### config.mk
export PLATFORM = sky130hd
export DESIGN_NAME = fxp_round_stage
export DESIGN_NICKNAME = d
export VERILOG_FILES = /design/src/rtl/fxr_pkg.sv /design/src/rtl/fxr_split.sv /design/src/rtl/fxr_incr.sv /design/src/rtl/fxr_pipe_reg.sv /design/src/rtl/fxp_round_stage.sv
export SDC_FILE = /design/constraint.sdc
export NUM_CORES = 1
export LEC_CHECK = 0
export ABC_AREA = 1
export BUFFER_PORTS_ARGS = -buffer_cell sky130_fd_sc_hd__buf_2
export CAP_MARGIN = 20
export CELL_PAD_IN_SITES_DETAIL_PLACEMENT = 1
export CELL_PAD_IN_SITES_GLOBAL_PLACEMENT = 1
export CORE_UTILIZATION = 28
export CTS_BUF_LIST = sky130_fd_sc_hd__clkbuf_8
export CTS_CLUSTER_SIZE = 40
export DETAILED_ROUTE_END_ITERATION = 10
export PLACE_DENSITY = 0.76
export SLEW_MARGIN = 15
export SYNTH_ARGS = -nofsm -noshare
export SYNTH_HDL_FRONTEND = slang
export SYNTH_HIERARCHICAL = 1
export SYNTH_SLANG_ARGS = --single-unit
### constraint.sdc
create_clock -name i_clk -period 1.15 [get_ports i_clk]
set_input_delay 0.0575 -clock i_clk [delete_from_list [all_inputs] [get_ports i_clk]]
set_output_delay 0.0575 -clock i_clk [all_outputs]
set_load 0.01 [all_outputs]
### src/rtl/fxr_pkg.sv
package fxr_pkg;
   typedef enum logic [1:0] {
      RND_TRUNC     = 2'd0,
      RND_HALF_UP   = 2'd1,
      RND_HALF_AWAY = 2'd2,
      RND_HALF_EVEN = 2'd3
   } rnd_mode_e;
endpackage

### src/rtl/fxr_split.sv
module fxr_split #(
   parameter int IN_W  = 10,
   parameter int OUT_W = 6,
   localparam int DROP = IN_W - OUT_W
) (
   input  logic [IN_W-1:0]  word,
   output logic [OUT_W-1:0] kept,
   output logic             guard,
   output logic             sticky
);
   assign kept  = word[IN_W-1:DROP];
   assign guard = word[DROP-1];
   generate
      if (DROP > 1) begin : g_tail
         assign sticky = |word[DROP-2:0];
      end else begin : g_notail
         assign sticky = 1'b0;
      end
   endgenerate
endmodule

### src/rtl/fxr_incr.sv
module fxr_incr #(
   parameter fxr_pkg::rnd_mode_e MODE = fxr_pkg::RND_HALF_EVEN
) (
   input  logic sign,
   input  logic kept_lsb,
   input  logic guard,
   input  logic sticky,
   output logic bump
);
   generate
      if (MODE == fxr_pkg::RND_TRUNC) begin : g_trunc
         logic unused_ins;
         assign unused_ins = ^{sign, kept_lsb, guard, sticky};
         assign bump = 1'b0;
      end else if (MODE == fxr_pkg::RND_HALF_UP) begin : g_up
         logic unused_ins;
         assign unused_ins = ^{sign, kept_lsb, sticky};
         assign bump = guard;
      end else if (MODE == fxr_pkg::RND_HALF_AWAY) begin : g_away
         logic unused_ins;
         assign unused_ins = kept_lsb;
         assign bump = guard & (sticky | ~sign);
      end else begin : g_even
         logic unused_ins;
         assign unused_ins = sign;
         assign bump = guard & (sticky | kept_lsb);
      end
   endgenerate
endmodule

### src/rtl/fxr_pipe_reg.sv
module fxr_pipe_reg #(
   parameter int W = 6
) (
   input  logic         clk,
   input  logic         rst,
   input  logic         ce,
   input  logic [W-1:0] d_word,
   input  logic         d_flag,
   output logic [W-1:0] q_word,
   output logic         q_flag
);
   always_ff @(posedge clk) begin
      if (rst) begin
         q_word <= '0;
         q_flag <= 1'b0;
      end else if (ce) begin
         q_word <= d_word;
         q_flag <= d_flag;
      end
   end
endmodule

### src/rtl/fxp_round_stage.sv
module fxp_round_stage #(
   parameter int IN_W  = 10,
   parameter int OUT_W = 6,
   parameter fxr_pkg::rnd_mode_e MODE = fxr_pkg::RND_HALF_EVEN
) (
   input  logic             i_clk,
   input  logic             i_rst,
   input  logic             i_ce,
   input  logic [IN_W-1:0]  i_word,
   input  logic             i_sync,
   output logic [OUT_W-1:0] o_word,
   output logic             o_sync
);
   // parameter legality
   generate
      if (OUT_W < 1 || OUT_W >= IN_W) begin : g_bad_widths
         $error("fxp_round_stage: need 1 <= OUT_W < IN_W");
      end
   endgenerate

   logic [OUT_W-1:0] kept;
   logic             guard, sticky, bump;
   logic [OUT_W-1:0] rounded;

   fxr_split #(.IN_W(IN_W), .OUT_W(OUT_W)) u_split (
      .word(i_word), .kept(kept), .guard(guard), .sticky(sticky)
   );

   fxr_incr #(.MODE(MODE)) u_incr (
      .sign(i_word[IN_W-1]), .kept_lsb(kept[0]),
      .guard(guard), .sticky(sticky), .bump(bump)
   );

   assign rounded = kept + {{(OUT_W-1){1'b0}}, bump};

   fxr_pipe_reg #(.W(OUT_W)) u_reg (
      .clk(i_clk), .rst(i_rst), .ce(i_ce),
      .d_word(rounded), .d_flag(i_sync),
      .q_word(o_word), .q_flag(o_sync)
   );
endmodule

==> impl_results.md <==
* Maxcap violations at 0
* Number of cells on the worst reg-to-reg path at 2
* CTS tree: built
* Hold Crit Class: in -> reg
* I/O Pins at 21
* Arrival time at the worst endpoint at 1250 ps
* Synthesis Warnings at 6
* # DRC at 0
* Starting density of the core at 30.5%
* Ant diodes at 0
* Max clock buf depth at 2
* Clk root buf: clkbuf_8
* Post-Route WL at 1.01 mm
* Num CTS Buffers at 3
* Hold_buf cts at 0
* Simple-Gate Fraction of Synth Area at 33.0%
* RD Place Congestion at 0.672
* PortBufs at 20
* Post-Syn Area per Cell at 6.44 sq um
* Global-route wire length before repair at 1.74 mm
* Clk_skew at 0 ps
* Power Dens Cells at 1170 mW/mm^2
* Avg WL per Cell at 9.40 um
* Cells after synthesis at 73
* Top area cells in the synthesized netlist: dfxtp_1 (30%), nand2_1 (14%), nor2_1 (14%), buf_4 (11%), inv_1 (10%)
* DIE AREA at 0.00185 sq mm
* Yosys top cell area share at 29.8%
* Mux share of post-synthesis cell area at 0%
* Initial antenna violation count at 0
* Flop2flop setup slack at 540 ps
* Minimum hold slack at 126 ps
* Final nets at 108
* Total power at 0.753 mW
* CP max FO at 2
* CTS Sinks at 7
* Iteration-0 DRC count of the detailed router at 1
* Fmax at 879 MHz
* Die Wd at 43.0 um
* Final setup viols at 0
* Grt ovf at 0
* Worst Setup Start Kind: input pin
* Worst path required time at 1270 ps
* Final Util at 41.6%
* Leakage at 0.374 nW
* Post-Synth Adder-Cell Area at 5.32%
* Via Count at 468
* Vias in the first global route at 456
* H-tree depth at 1
* CP Class: in -> reg
* Hold depth at 5
* Final Max Tran Viols at 0
* Setup ws final at 12.1 ps
* Synth-to-Final Area Change at 36.4%
* Post-synth cell types at 12
* Relative slew slack at 83.6%
* Compound-Gate Fraction of Synth Area at 2.39%
* Reg2reg end: u_reg/q_word[1]
* Clk slew on worst S/H paths at 40 ps
* Fin crit period at 1140 ps
* Cells along the critical path: buf_6 -> nor2_4 -> nand2_1 -> nor2_1 -> nor2_1 -> ha_2 -> ha_4 -> buf_4 -> xor2_1 -> inv_1 -> nand2_1 -> nand2_1 -> nor2_1
* Worst slack, placed at -243 ps
* Final hold vios at 0
* Via/cell ratio at 4.37
* CP Capture Type: flip-flop
* Final Cycle Share at 98.9%
* Hold Crit Endpoint: u_reg/q_flag
* Post-route antenna net violation count at 0
* Total Routing Usage GR at 12.7%
* Hold path start: i_sync
* Die Y at 43.0 um
* RR Startpoint: u_reg/q_word[1]
* Worst skew pair latency at 220 ps
* Largest family of logic cells by synthesized area: simple AND/OR/NAND/NOR gates
* Area leader, netlist: dfxtp_1
* Tightest Pin Transition at 246 ps
* Site Rows at 14
* Synthesized net count at 89
* Max IR drop VDD at 0.618 mV
* # fillers at 216
* CP max stage cell: ha_2
* XOR/XNOR Fraction of Synth Area at 5.59%
* Post-synthesis cell area at 470 sq um
* Core area at 0.00154 sq mm
* Pre-Repair DR Iteration Count at 3
* RSZ-0062 raised after global routing: yes
* Seq/Total Area, Yosys at 29.8%
* Largest net degree at the start of global routing at 15
* Fraction of layout instances using a drive strength above 1 at 35.2%
* HPWL Detailed at 797 um
* Number of synthesized register bits at 7
* Run status: finished, final reports clean
* Slowest stage delay, CP at 210 ps
==> cell usage after synthesis (all sizes together) <==
library cell	instances
nand3	3
xnor2	2
inv	13
nand2	18
nor2	18
xor2	1
buf	8
ha	2
o21bai	1
dfxtp	7
==> cells in the final DEF (no fill, tap or decap) <==
cell and n:
xnor2_1 1, buf_2 18, nand3_1 1, buf_4 2, nor2_4 1, nand3_4 1, ha_2 1, inv_1 14
nand2_1 18, xnor2_2 1, ha_4 1, o21bai_2 1, nand3_2 1, xor2_1 1, nor2_1 17, buf_6 2
clkbuf_8 3, dfxtp_1 7
==> power breakdown <==
part,internal [mW],switching [mW],total (mW),leakage [nW]
logic,0.0731,0.0824,0.155,0.289
registers,0.263,0.00855,0.271,0.0582
clock network,0.230,0.0961,0.326,0.0269
total,0.566,0.187,0.753,0.374
==> layout make-up <==
| type | instances | area, sq um | area share (%) |
|---|---|---|---|
| repair buffers | 22 | 128 | 19.9 |
| multi-input cells | 45 | 260 | 40.5 |
| clock inverters | 1 | 3.75 | 0.585 |
| inverters | 13 | 48.8 | 7.60 |
| flip-flops and latches | 7 | 140 | 21.8 |
| well taps | 16 | 20.0 | 3.12 |
| clock buffers | 3 | 41.3 | 6.43 |
==> cells by family after synthesis <==
logic type               count (synthesis)
XOR/XNOR                                 3
AND/OR/NAND/NOR                         39
buffers and inverters                   21
adder cells (fa/ha/maj)                  2
flip-flops                               7
AO/OA/AOI/OAI                            1
==> per-stage QoR <==
stage          setup TNS [ps]  area, sq um  std cells
3_5_place_dp             -830          537        102
4_1_cts                     0          584        106
2_1_floorplan               0          473         73
3_3_place_gp             -445          537        102
6_report                    0          642        107
5_1_grt                  -299          642        107
==> registers in the layout, indices dropped and copies added (netlist names) <==
register,cells
u_reg/q_word,6
u_reg/q_flag,1
==> worst max-delay path by stage <==
stage                     startpoint         endpoint
final                      i_word[0]  u_reg/q_word[2]
after floorplan            i_word[4]  u_reg/q_word[4]
after detailed placement   i_word[1]  u_reg/q_word[4]
after global placement     i_word[1]  u_reg/q_word[4]
after CTS                  i_word[1]  u_reg/q_word[4]
after global routing       i_word[0]  u_reg/q_word[4]
==> layer usage <==
metal	global-route usage, %	vias up	share of wire (%)
met5	0	-	0
met4	3.64	0	0
met3	5.11	0	6.9
met2	23.9	19	56
met1	12.7	210	37
li1	-	239	-
==> critical path, delay by kind of cell <==
family                   cells  cell delay, ps
XOR/XNOR                     1             130
adder cells (fa/ha/maj)      2             380
buffers and inverters        3             260
AND/OR/NAND/NOR              7             420
==> repair_timing <==
action                                  4_1_cts  5_1_grt
pin swaps                                     0        8
resized for setup                             1        9
setup buffers                                 0        1
endpoints found under the setup margin        1        3
No activity file was read; power rests on OpenSTA's default activity.
